`src/rtl/redir_pkg.sv`:
```
package redir_pkg;
  localparam int NLVL = 3;

  typedef enum logic [1:0] {
    LVL_FAST = 2'd0,
    LVL_SLOW = 2'd1,
    LVL_EXEC = 2'd2
  } lvl_e;

  typedef logic [NLVL-1:0] epoch_t;

  // Bits compared for a request from level lvl: its own and all deeper ones.
  function automatic epoch_t accept_mask(int lvl);
    epoch_t m;
    for (int b = 0; b < NLVL; b++) m[b] = (b >= lvl);
    return m;
  endfunction

  // Bits compared for an instruction sitting in stage s.
  function automatic epoch_t stage_mask(int s, int fast_stg, int slow_stg, int exec_stg);
    epoch_t m;
    m[0] = (s <= fast_stg);
    m[1] = (s <= slow_stg);
    m[2] = (s <= exec_stg);
    return m;
  endfunction
endpackage

```
`src/rtl/redir_arbiter.sv`:
```
module redir_arbiter
  import redir_pkg::*;
#(
  parameter int PC_W = 32
) (
  input  logic [NLVL-1:0]           req_i,
  input  logic [NLVL-1:0][NLVL-1:0] tag_i,
  input  logic [NLVL-1:0][PC_W-1:0] tgt_i,
  input  epoch_t                    cur_ep_i,
  output logic [NLVL-1:0]           accept_o,
  output logic                      win_vld_o,
  output lvl_e                      win_lvl_o,
  output logic [PC_W-1:0]           win_tgt_o
);
  // Per-level staleness filter
  for (genvar l = 0; l < NLVL; l++) begin : g_acc
    localparam epoch_t MASK = accept_mask(l);
    assign accept_o[l] = req_i[l] && (((tag_i[l] ^ cur_ep_i) & MASK) == '0);
  end

  // Deeper levels are visited last and therefore win
  always_comb begin
    win_vld_o = 1'b0;
    win_lvl_o = LVL_FAST;
    win_tgt_o = '0;
    for (int l = 0; l < NLVL; l++) begin
      if (accept_o[l]) begin
        win_vld_o = 1'b1;
        win_lvl_o = lvl_e'(l);
        win_tgt_o = tgt_i[l];
      end
    end
  end
endmodule

```
`src/rtl/redir_state.sv`:
```
module redir_state
  import redir_pkg::*;
#(
  parameter int          PC_W     = 32,
  parameter int          PC_STEP  = 4,
  parameter logic [31:0] RESET_PC = 32'h0000_1000
) (
  input  logic            clk,
  input  logic            rst_n,
  input  logic            win_vld_i,
  input  lvl_e            win_lvl_i,
  input  logic [PC_W-1:0] win_tgt_i,
  input  logic            btb_hit_i,
  input  logic [PC_W-1:0] btb_tgt_i,
  output logic [PC_W-1:0] pc_o,
  output epoch_t          ep_o
);
  localparam logic [PC_W-1:0] STEP_V  = PC_W'(PC_STEP);
  localparam logic [PC_W-1:0] RESET_V = PC_W'(RESET_PC);

  logic [PC_W-1:0] pc_q, pc_d;
  epoch_t          ep_q, ep_d;
  logic            upd_en;

  // Next-state: redirect first, then target buffer, then sequential
  always_comb begin
    upd_en = 1'b1;
    ep_d   = ep_q;
    if (win_vld_i) begin
      ep_d[win_lvl_i] = ~ep_q[win_lvl_i];
      pc_d            = win_tgt_i;
    end else if (btb_hit_i) begin
      pc_d = btb_tgt_i;
    end else begin
      pc_d = pc_q + STEP_V;
    end
  end

  always_ff @(posedge clk or negedge rst_n) begin
    if (!rst_n) begin
      pc_q <= RESET_V;
      ep_q <= '0;
    end else if (upd_en) begin
      pc_q <= pc_d;
      ep_q <= ep_d;
    end
  end

  assign pc_o = pc_q;
  assign ep_o = ep_q;


  ep_one_flip_chk: assert property (@(posedge clk) disable iff (!rst_n)
    win_vld_i |=> $countones(ep_q ^ $past(ep_q)) == 1);


  ep_hold_chk: assert property (@(posedge clk) disable iff (!rst_n)
    !win_vld_i |=> $stable(ep_q));


  pc_seq_chk: assert property (@(posedge clk) disable iff (!rst_n)
    (!win_vld_i && !btb_hit_i) |=> pc_q == $past(pc_q) + STEP_V);
endmodule

```
`src/rtl/stage_drop.sv`:
```
module stage_drop
  import redir_pkg::*;
#(
  parameter int N_STAGES = 6,
  parameter int FAST_STG = 1,
  parameter int SLOW_STG = 2,
  parameter int EXEC_STG = 4
) (
  input  logic [N_STAGES-1:0]      vld_i,
  input  logic [N_STAGES*NLVL-1:0] tag_i,
  input  epoch_t                   cur_ep_i,
  output logic [N_STAGES-1:0]      drop_o
);
  for (genvar s = 0; s < N_STAGES; s++) begin : g_stg
    if (s > EXEC_STG) begin : g_commit
      // Past execute nothing is speculative
      assign drop_o[s] = 1'b0;
    end else begin : g_spec
      localparam epoch_t MASK = stage_mask(s, FAST_STG, SLOW_STG, EXEC_STG);
      epoch_t tag_s;
      assign tag_s     = tag_i[s*NLVL +: NLVL];
      assign drop_o[s] = vld_i[s] && (((tag_s ^ cur_ep_i) & MASK) != '0);
    end
  end
endmodule

```
`src/rtl/fetch_redirect_ctrl.sv`:
```
module fetch_redirect_ctrl
  import redir_pkg::*;
#(
  parameter int          PC_W     = 32,
  parameter int          PC_STEP  = 4,
  parameter logic [31:0] RESET_PC = 32'h0000_1000,
  parameter int          N_STAGES = 6,
  parameter int          FAST_STG = 1,
  parameter int          SLOW_STG = 2,
  parameter int          EXEC_STG = 4
) (
  input  logic                      clk,
  input  logic                      rst_n,
  input  logic                      btb_hit_i,
  input  logic [PC_W-1:0]           btb_target_i,
  input  logic                      fast_req_i,
  input  logic [PC_W-1:0]           fast_target_i,
  input  logic [2:0]                fast_tag_i,
  input  logic                      slow_req_i,
  input  logic [PC_W-1:0]           slow_target_i,
  input  logic [2:0]                slow_tag_i,
  input  logic                      exec_req_i,
  input  logic [PC_W-1:0]           exec_target_i,
  input  logic [2:0]                exec_tag_i,
  input  logic [N_STAGES-1:0]       stage_vld_i,
  input  logic [3*N_STAGES-1:0]     stage_tag_i,
  output logic [PC_W-1:0]           fetch_pc_o,
  output logic [2:0]                fetch_tag_o,
  output logic [N_STAGES-1:0]       drop_o
);
  logic [NLVL-1:0]           req;
  logic [NLVL-1:0][NLVL-1:0] tag;
  logic [NLVL-1:0][PC_W-1:0] tgt;
  logic [NLVL-1:0]           accept;
  logic                      win_vld;
  lvl_e                      win_lvl;
  logic [PC_W-1:0]           win_tgt;
  epoch_t                    cur_ep;

  assign req = {exec_req_i, slow_req_i, fast_req_i};
  assign tag = {exec_tag_i, slow_tag_i, fast_tag_i};
  assign tgt = {exec_target_i, slow_target_i, fast_target_i};

  redir_arbiter #(.PC_W(PC_W)) u_arb (
    .req_i     (req),
    .tag_i     (tag),
    .tgt_i     (tgt),
    .cur_ep_i  (cur_ep),
    .accept_o  (accept),
    .win_vld_o (win_vld),
    .win_lvl_o (win_lvl),
    .win_tgt_o (win_tgt)
  );

  redir_state #(.PC_W(PC_W), .PC_STEP(PC_STEP), .RESET_PC(RESET_PC)) u_state (
    .clk       (clk),
    .rst_n     (rst_n),
    .win_vld_i (win_vld),
    .win_lvl_i (win_lvl),
    .win_tgt_i (win_tgt),
    .btb_hit_i (btb_hit_i),
    .btb_tgt_i (btb_target_i),
    .pc_o      (fetch_pc_o),
    .ep_o      (cur_ep)
  );

  stage_drop #(.N_STAGES(N_STAGES), .FAST_STG(FAST_STG),
               .SLOW_STG(SLOW_STG), .EXEC_STG(EXEC_STG)) u_drop (
    .vld_i    (stage_vld_i),
    .tag_i    (stage_tag_i),
    .cur_ep_i (cur_ep),
    .drop_o   (drop_o)
  );

  assign fetch_tag_o = cur_ep;


  tgt_load_chk: assert property (@(posedge clk) disable iff (!rst_n)
    win_vld |=> fetch_pc_o == $past(win_tgt));


  exec_prio_chk: assert property (@(posedge clk) disable iff (!rst_n)
    (exec_req_i && exec_tag_i[2] == fetch_tag_o[2]) |=> fetch_pc_o == $past(exec_target_i));


  stale_exec_chk: assert property (@(posedge clk) disable iff (!rst_n)
    (!accept[LVL_EXEC] && !accept[LVL_SLOW] && !accept[LVL_FAST]) |=> $stable(fetch_tag_o));
endmodule

```
`config.mk`:
```
export PLATFORM = sky130hd
export DESIGN_NAME = fetch_redirect_ctrl
export DESIGN_NICKNAME = d
export VERILOG_FILES = /design/src/rtl/redir_pkg.sv /design/src/rtl/redir_arbiter.sv /design/src/rtl/redir_state.sv /design/src/rtl/stage_drop.sv /design/src/rtl/fetch_redirect_ctrl.sv
export SDC_FILE = /design/constraint.sdc
export NUM_CORES = 1
export LEC_CHECK = 0
export CORE_ASPECT_RATIO = 0.7
export CORE_MARGIN = 2
export CORE_UTILIZATION = 55
export CTS_CLUSTER_DIAMETER = 120
export CTS_CLUSTER_SIZE = 12
export DETAILED_ROUTE_END_ITERATION = 8
export DONT_BUFFER_PORTS = 1
export GPL_TIMING_DRIVEN = 0
export PLACE_DENSITY = 0.74
export RECOVER_POWER = 100
export SYNTH_ARGS = -nofsm -noshare
export SYNTH_HDL_FRONTEND = slang
export SYNTH_HIERARCHICAL = 1
export SYNTH_SLANG_ARGS = --single-unit
export TNS_END_PERCENT = 20
```
`constraint.sdc`:
```
create_clock -name clk -period 2.7 [get_ports clk]
set_input_delay 0.54 -clock clk [delete_from_list [all_inputs] [get_ports clk]]
set_output_delay 0.54 -clock clk [all_outputs]
set_load 0.005 [all_outputs]
```
=== Yosys cells after proc, flatten, opt, wreduce, memory -nomap -nowiden ===
Cells that the tools add are included.
W data, S select, Z words.

* $add $sub $neg: 1
* Multiply operators: 0
* Divide/modulo/power cells: 0
* Order comparisons: 2
* Equality and inequality tests: 0
* Shift-type cells: 0
* Multiplexer cells: 15
* Bitwise gates (word level): 9
* Reduce and logical (&&, ||, !) cells: 15

{| class="wikitable"
|+ Operators by type and width
! kind !! count
|-
| $mux W32 || 5
|-
| $add A32 B3 Y32 const B || 1
|-
| $xor A3 B3 Y3 || 8
|-
| $logic_and A1 B1 Y1 || 9
|-
| $logic_not A3 Y1 || 3
|-
| $reduce_bool A3 Y1 || 3
|-
| $mux W1 || 6
|-
| $bwmux W3 || 1
|-
| $lt A2 B3 Y1 const B || 1
|-
| $bmux W1 S2 || 1
|-
| $demux W1 S2 || 1
|-
| $ge A2 B1 Y1 const B || 1
|-
| $mux W2 || 1
|-
| $not A1 Y1 || 1
|}

* Flip-flop bits (word level): 35
* Bits in latches: 0
* Bits in writable memories: 0
* ROM bits: 0
* Word-level logic and storage cells: 44
* Memories: 0

=== Depth between registers and ports, before layout ===
Gate-level depths: netlist (run 1).

* Word-level depth: 10
* Gate-level depth with buffers: 10

=== Hierarchy ===
The synthesis (run 1) kept the hierarchy.

{| class="wikitable"
|+ By module, submodules not included
! module !! times used !! cells an instance !! area each (um^2) !! sequential area each (um^2)
|-
| redir_state || 1 || 224 || 2,020.7 || 877.1
|-
| redir_arbiter || 1 || 158 || 807.0 || 0.0
|-
| stage_drop || 1 || 18 || 147.6 || 0.0
|}

=== Least setup slack after synthesis (run 1) ===
OpenSTA, ideal clock, no wires.

* Path kind: in2reg
* Start: input fast_tag_i[0]
* End: register u_state.pc_q[11], in the netlist u_state/pc_o[11]
* Library setup time: 0.133 ns
* Arrival: 2.084 ns
* Setup slack: 0.482 ns
* Stages: 10
* Buffers on the path: 3
* Cell sequence: xnor2_1 > and4_1 > buf_2 > or3_1 > clkbuf_1 > inv_1 > clkbuf_1 > nand2_1 > o22ai_1 > a21oi_1

* Word-level cells in the longest chain between the ends: 7

{| class="wikitable"
|+ Ends and longest elaborated chain
! what !! line !! text
|-
| from (decl) || fetch_redirect_ctrl.sv:18 || <nowiki>input logic [2:0] fast_tag_i,</nowiki>
|-
| $xor A3 B3 Y3 || redir_arbiter.sv:18 || <nowiki>assign accept_o[l] = req_i[l] && (((tag_i[l] ^ cur_ep_i) & MASK) == '0);</nowiki>
|-
| $logic_not A3 Y1 || redir_arbiter.sv:18 ||
|-
| $logic_and A1 B1 Y1 || redir_arbiter.sv:18 ||
|-
| $mux W1 (3 in series) || redir_arbiter.sv:27 || <nowiki>if (accept_o[l]) begin</nowiki>
|-
| via win_vld || fetch_redirect_ctrl.sv:35 || <nowiki>logic win_vld;</nowiki>
|-
| $mux W32 || redir_state.sv:29 || <nowiki>if (win_vld_i) begin</nowiki>
|-
| via u_state.pc_d[11] || redir_state.sv:21 || <nowiki>logic [PC_W-1:0] pc_q, pc_d;</nowiki>
|-
| to (signal assigned) || redir_state.sv:44 || <nowiki>pc_q <= pc_d;</nowiki>
|-
| to (decl) || redir_state.sv:21 ||
|}

The timed path passes the listed nets, and every way through them passes these cells.
A chain may end at the register's enable or synchronous reset.

=== Final worst setup path (run 1) ===
* Start: register u_state.ep_q[2], in the netlist u_state/ep_o[2]
* End: register u_state.pc_q[22], in the netlist u_state/pc_o[22]

* Word-level cells in the longest chain between the ends: 7

{| class="wikitable"
|+ Ends and longest elaborated chain
! what !! line !! text
|-
| from (decl) || redir_state.sv:22 || <nowiki>epoch_t ep_q, ep_d;</nowiki>
|-
| from (signal assigned) || redir_state.sv:45 || <nowiki>ep_q <= ep_d;</nowiki>
|-
| $xor A3 B3 Y3 || redir_arbiter.sv:18 ||
|-
| $logic_not A3 Y1 || redir_arbiter.sv:18 ||
|-
| $logic_and A1 B1 Y1 || redir_arbiter.sv:18 ||
|-
| $mux W1 (2 in series) || redir_arbiter.sv:27 ||
|-
| $mux W1 * || redir_arbiter.sv:27 ||
|-
| via win_vld || fetch_redirect_ctrl.sv:35 ||
|-
| $mux W32 * || redir_state.sv:29 ||
|-
| via u_state.pc_d[22] || redir_state.sv:21 ||
|}

The timed path passes the listed nets; every way through them passes the cells marked *.

==> results of run 1 <==
==> layout by cell type (no fill, tap or decap), drive strengths merged, types with 3 or more instances in the layout <==
cell type | netlist | routed
and2 | 3 | 3
nand2 | 26 | 26
nor4 | 3 | 3
clkbuf | 11 | 18
nand4 | 12 | 12
and4 | 4 | 4
xor2 | 29 | 29
nor2 | 46 | 46
inv | 4 | 4
o31a | 4 | 4
nand3 | 43 | 43
buf | 20 | 19
a22oi | 13 | 13
nor3 | 6 | 6
o22ai | 5 | 5
mux2i | 5 | 5
xnor2 | 15 | 15
dfrtp | 34 | 34
o21ai | 25 | 25
a21oi | 72 | 72
o31ai | 3 | 3
==> per-stage QoR <==
stage / instance area [um^2] / setup WS, ns
floorplan: 2980 / 0.482
finish: 3190 / 0.132
global placement: 3070 / -0.0638
detailed placement: 3070 / -0.0592
global route: 3190 / 0.00561
CTS: 3200 / 0.0616
==> synth_stat cells, types with 3 or more instances <==
library cell	n	area share
a21oi_1	72	0.12
a22oi_1	13	0.033
and2_1	3	0.0063
and4_1	4	0.012
buf_2	11	0.019
buf_4	5	0.013
buf_6	4	0.015
clkbuf_1	11	0.014
dfrtp_1	34	0.29
mux2i_1	5	0.017
nand2_1	26	0.033
nand3_1	42	0.071
nand4_1	11	0.023
nor2_1	46	0.058
nor3_1	6	0.010
nor4_1	3	0.0063
o21ai_0	24	0.040
o22ai_1	5	0.011
o31a_1	4	0.012
o31ai_1	3	0.0076
xnor2_1	15	0.044
xor2_1	29	0.085
==> where the power goes <==
group          leakage, uW  internal [uW]  switching [uW]  total, uW
registers         0.000427            784             429       1210
logic             0.000705            664             959       1620
clock network    0.0000612            299             188        486
total              0.00119           1750            1580       3320
==> layer usage <==
metal | routed length, um | vias up
li1 | - | 1441
met1 | 4210 | 1462
met2 | 4210 | 157
met3 | 919 | 13
met4 | 120 | 0
met5 | 0 | -
==> cell type report <==
class,instances,share of cell area
clock inverters,2,0.0110
flip-flops and latches,35,0.276
plain buffers,30,0.0534
repair buffers,1,0.00118
well taps,72,0.0283
multi-input cells,329,0.599
clock buffers,6,0.0259
inverters,5,0.00589
==> flip-flops by register name, indices dropped and copies added, names as in the netlist <==
signal,cells
u_state/pc_o,32
u_state/ep_o,3
==> kinds of logic after synthesis <==
group,synth area share
simple gates,0.246
compound gates,0.234
xor+xnor,0.130
buf+inv,0.0664
flops,0.295
mux,0.0244
fa+ha+maj,0.00420
other cells,0.00126
==> what timing repair did <==
| item | 4_1_cts | 5_1_grt |
|---|---|---|
| endpoints found under the hold margin | 34 | 0 |
| setup endpoints to repair | 4 | 13 |
| gates resized for setup | 0 | 7 |
| hold buffers | 1 | 0 |
==> how the worst max path moves through the flow <==
stage | slack, ns | endpoint | from
finish | 0.13 | u_state/pc_o[22]$_DFF_PN0_ | u_state/ep_o[2]$_DFFE_PN0P_
global route | 0.006 | u_state/pc_o[24]$_DFF_PN0_ | u_state/ep_o[2]$_DFFE_PN0P_
CTS | 0.06 | u_state/pc_o[22]$_DFF_PN0_ | u_state/ep_o[1]$_DFFE_PN0P_
detailed placement | -0.06 | u_state/pc_o[16]$_DFF_PN0_ | u_state/ep_o[1]$_DFFE_PN0P_
global placement | -0.06 | u_state/pc_o[16]$_DFF_PN0_ | u_state/ep_o[1]$_DFFE_PN0P_
floorplan | 0.48 | u_state/pc_o[11]$_DFF_PN0_ | fast_tag_i[0]
==> worst max-delay path, stage by stage (launching register included) <==
cell      delay [ns]
dfrtp_1         0.49
xnor2_1         0.19
nand3_2         0.16
inv_2           0.12
or3_1           0.40
clkbuf_1        0.16
nor2_1          0.39
clkbuf_2        0.30
a22oi_1         0.12
o21ai_0         0.14
==> run summary, run 1 <==
Least-Margin Pin Slew = 1.87 ns
Share of cells above drive strength 1 = 0.0956
Max Buffers Root-to-Sink = 2
1st-iter DRT viols = 235
DR DRC count = 0
Cells after DPL = 472
Largest net degree at the start of global routing = 35
Status = complete, but fails checks
DIE HEIGHT = 65.5 um
First-pass GRT wire length = 14.2 mm
DIE AREA = 0.00602 mm^2
Post-DP HPWL = 7.45 mm
Seq/Total Area, Yosys = 0.295
Syn nets = 568
H-tree levels = 2
Cell Rows = 22
Clk_lat worst skew = 0.29 ns
Synth Warn # = 6
Post-synth EDFFs = 0
Pwr Total = 3320 uW
CTS tree = done
DRT Pass-1 Iters = 5
Via count = 3073
Count of cell types in the netlist = 40
Vias in the first global route = 2704
CP arrival = 2.76 ns
Fmax = 0.389 GHz
#FFs+latches synth = 35
Final core occ = 0.609
Type of the tightest min-delay check = primary input to async pin
IO Port Bufs = 0
Peak VDD IR = 507 uV
Fillcell total = 491
Maxcap violations = 1
Setup TNS = 0 ns
DR WL/cell = 19.7 um
Worst-path fanout max = 10
Antenna cells = 0
Gate Count Post-Synth = 400
WS Path Type = flop to flop
Post-route antenna net violation count = 0
Mean Syn Cell Area = 7.44 um^2
Final Hold Viols = 0
Final setup vio count = 0
Total Wirelength = 9.46 mm
Grt total ovfl = 0
Met2 usage = 0.465
Worst-path clk slew = 0.07 ns
Area growth syn-to-layout = 7.06%
Met3 Usage GRT = 0.0768
TritonCTS buffer count = 5
P per Cell Area = 1040 mW/mm^2
Root Buffer = clkbuf_8
Reg2reg setup slack = 0.13 ns
Req. time, crit path = 2.89 ns
Worst Hold Slack = 0.0979 ns
R2r endpoint = u_state/pc_o[22]$_DFF_PN0_
Initial Util = 0.569
Unrepaired setup endpoints after global routing = false
Die W = 91.9 um
Register area = 878 um^2
Final Instance Count excl. Fillers = 480
Post-synth top flop = dfrtp_1
Initial antenna violation count = 0
Post-CTS Setup Bufs = 0
GP Congestion = 0.880
CP endpoint kind = flop
Core area = 0.00523 mm^2
Lkg Pwr = 0.00119 uW
Pins Over Slew Limit = 35
GRT busiest layer = met2
Vias/cell = 6.40
Total Routing Usage GR = 0.302
Met1 GRT Util = 0.429
CP startpoint kind = flop
Clock Skews = 0.0121 ns
FF-to-FF Start = u_state/ep_o[2]$_DFFE_PN0P_
Crit share post-route = 0.951
Synthesized area = 0.00298 mm^2
Area of the multi-input gates = 0.00191 mm^2
Failing checks = max-capacitance violations, max-slew violations
I/O pin cnt = 208
Headroom to the max-slew limit = -0.247
Final nets = 575
Clock sinks = 35
Reg2Reg Depth = 9
Ys async rst share = 1.00
Final Critical Period = 2.57 ns
No activity file was read; power rests on OpenSTA's default activity.
==> run 2, diff against run 1 <==
- CTS_CLUSTER_DIAMETER: 120 -> unset
==> results of run 2 <==
No change in the layout: final DEF, timing and power equal those of run 1.
==> run 3, diff against run 2 <==
- CORE_UTILIZATION: 55 -> 36
- DONT_BUFFER_PORTS: 1 -> unset
- PLACE_DENSITY: 0.74 -> 0.86
==> run 3 against run 2 <==
  * The run still ends with max-capacitance violations, max-slew violations left
  * First-iteration DRC count grew 3.0%
  * Final area grew 63%
  * Register-to-register slack gained 0.12 ns
  * Clock skew shrank 0.0049 ns
  * Combinational power grew 47%
  * Fmax is essentially flat
  * Sequential power shrank 6%
  * Wire length grew 29%
  * Critical path type is now primary input to flop
  * Largest cell class is now non-clock buffers
  * Largest power group unchanged
  * Highest routed layer is now met5
==> run summary, run 3 (synthesized netlist as in run 1, its figures left out) <==
Clock sinks = 35 (unchanged)
CTS tree = done
FF-to-FF Start = u_state/pc_o[2]$_DFF_PN0_
Final nets = 769 (+34%)
Total Routing Usage GR = 0.265 (-0.0370)
Type of the tightest min-delay check = flop to flop
Worst-path fanout max = 10 (unchanged)
TritonCTS buffer count = 5 (unchanged)
Area growth syn-to-layout = 74.6%
Clock Skews = 0.00728 ns (-0.00485 ns)
Worst hold path cell count = 2
P per Cell Area = 785 mW/mm^2 (-25%)
Cts hold-fix bufs = 0 (-1)
Failing checks = max-capacitance violations, max-slew violations
Worst setup path endpoint = u_state/pc_o[29]$_DFF_PN0_
Status = complete, but fails checks
Post-DP HPWL = 9.65 mm (+29%)
Max reg flops = 32 (unchanged)
I/O pin cnt = 208 (unchanged)
Initial antenna violation count = 1 (+1)
Fin area = 0.00520 mm^2 (+63%)
Max Buffers Root-to-Sink = 2 (unchanged)
Least-Margin Pin Slew = 1.93 ns (+0.0642 ns)
IO Port Bufs = 194 (+194)
Reg2reg setup slack = 0.25 ns (+0.12 ns)
DR WL/cell = 17.4 um (-12%)
CP arrival = 2.76 ns (about the same)
Pwr Total = 4080 uW (+23%)
Via count = 3840 (+25%)
Crit share post-route = 0.951 (about the same)
Clk_lat worst skew = 0.28 ns (about the same)
CP endpoint kind = flop
Largest net degree at the start of global routing = 36 (+2.9%)
Lkg Pwr = 0.00202 uW (+69%)
H-tree levels = 2 (unchanged)
Final setup vio count = 0 (unchanged)
Final Hold Viols = 0 (unchanged)
CP Launch Point = fast_tag_i[0]
Post-route antenna net violation count = 0 (unchanged)
Vias in the first global route = 3846 (+42%)
First-pass GRT wire length = 18.7 mm (+32%)
Most frequent cells in the layout = 153 x clkdlybuf4s50_1, 72 x a21oi_1, 45 x nor2_1, 42 x nand3_1, 40 x dlygate4sd3_1
Initial Util = 0.375 (-0.194)
Cells after DPL = 695 (+47%)
Most common cell after layout, fill and taps aside = clkdlybuf4s50_1
Final Critical Period = 2.57 ns (+0.000330 ns)
Fmax = 0.389 GHz (about the same)
Cell Rows = 27 (+23%)
Die W = 113 um (+23%)
Unrepaired setup endpoints after global routing = false
Final Instance Count excl. Fillers = 703 (+46%)
Reg2Reg Depth = 6 (-3)
WS Path Type = primary input to flop
DP Area = 0.00504 mm^2 (+64%)
Req. time, crit path = 2.89 ns (about the same)
GP Congestion = 0.937 (+6.5%)
DRT Pass-1 Iters = 4 (-1)
Headroom to the max-slew limit = -0.290 (-0.0428)
Vias/cell = 5.46 (-15%)
Antenna cells = 0 (unchanged)
Worst-path clk slew = 0.05 ns (-0.02 ns)
Total Wirelength = 12.2 mm (+29%)
DIE HEIGHT = 80.1 um (+22%)
Maxcap violations = 1 (unchanged)
R2r endpoint = u_state/pc_o[28]$_DFF_PN0_
Peak VDD IR = 450 uV (-11%)
CP startpoint kind = primary input
Share of cells above drive strength 1 = 0.0714 (-0.0242)
Pins Over Slew Limit = 36 (+2.9%)
DR DRC count = 0 (unchanged)
Core area = 0.00794 mm^2 (+52%)
DIE AREA = 0.00902 mm^2 (+50%)
1st-iter DRT viols = 242 (+3.0%)
Root Buffer = clkbuf_16
Grt total ovfl = 0 (unchanged)
==> run 3: changes by cell type in the layout (fill, tap and decap cells not counted), moves of 2 or more <==
cell             before  now
clkbuf_8              6    0
clkbuf_1             10    8
clkdlybuf4s50_1       0  153
clkbuf_16             0    5
dlygate4sd3_1         0   40
clkinv_2              1    3
==> run 3: worst min-delay path by stage <==
stage | start | to | slack (ns)
3_3_place_gp | u_state/pc_o[0]$_DFFE_PN0P_ | u_state/pc_o[0]$_DFFE_PN0P_ | 0.57
5_1_grt | u_state/pc_o[1]$_DFFE_PN0P_ | u_state/pc_o[1]$_DFFE_PN0P_ | 0.64
4_1_cts | rst_n | u_state/pc_o[1]$_DFFE_PN0P_ | 0.38
6_report | u_state/pc_o[0]$_DFFE_PN0P_ | u_state/pc_o[0]$_DFFE_PN0P_ | 0.60
3_5_place_dp | u_state/pc_o[1]$_DFFE_PN0P_ | u_state/pc_o[1]$_DFFE_PN0P_ | 0.58
2_1_floorplan | rst_n | u_state/ep_o[0]$_DFFE_PN0P_ | 0.24
==> run 3: repair_timing <==
action | CTS | global route
pin swaps | 0 | 0
buffers inserted | 0 | 0
endpoints found under the setup margin | 14 | 15
gates resized for setup | 3 | 8
==> run 3: final cells by class <==
type / count / area, um^2
clock buffers: 5 / 125
clock inverters: 3 / 15.0
plain buffers: 31 / 186
well taps: 101 / 126
repair buffers: 194 / 1940
multi-input cells: 329 / 1910
flip-flops and latches: 35 / 877
fillers: 689 / 2740
inverters: 5 / 18.8
==> run 3: per-stage QoR <==
stage	util	hold WS [ns]	worst slack (ns)	TNS, ns
2_1_floorplan	-	0.244	0.482	0
3_3_place_gp	0.635	0.565	-0.342	-4.49
3_5_place_dp	0.635	0.580	-0.366	-5.11
4_1_cts	0.653	0.379	0.101	0
5_1_grt	0.655	0.639	0.00586	0
6_report	0.655	0.599	0.132	0
==> run 3: metal layers <==
metal / global-route usage / vias up / part of all wire
met5: 0 / - / 0.0011
met4: 0.0549 / 2 / 0.0095
met3: 0.0777 / 16 / 0.11
met2: 0.450 / 202 / 0.46
met1: 0.336 / 1792 / 0.42
li1: - / 1828 / -
==> run 3: critical path: stages <==
cell	delay [ns]
clkdlybuf4s50_1	0.43
xnor2_1	0.14
and4_1	0.20
buf_2	0.17
or3_1	0.32
clkbuf_1	0.16
nor2_1	0.29
clkbuf_4	0.29
a22oi_1	0.10
o21ai_0	0.12
==> run 3: power by group <==
part / internal (uW) / switching (uW) / leakage [uW]
sequential: 786 / 355 / 0.000429
clock: 336 / 223 / 0.0000733
combinational: 1210 / 1170 / 0.00151
total: 2330 / 1750 / 0.00202
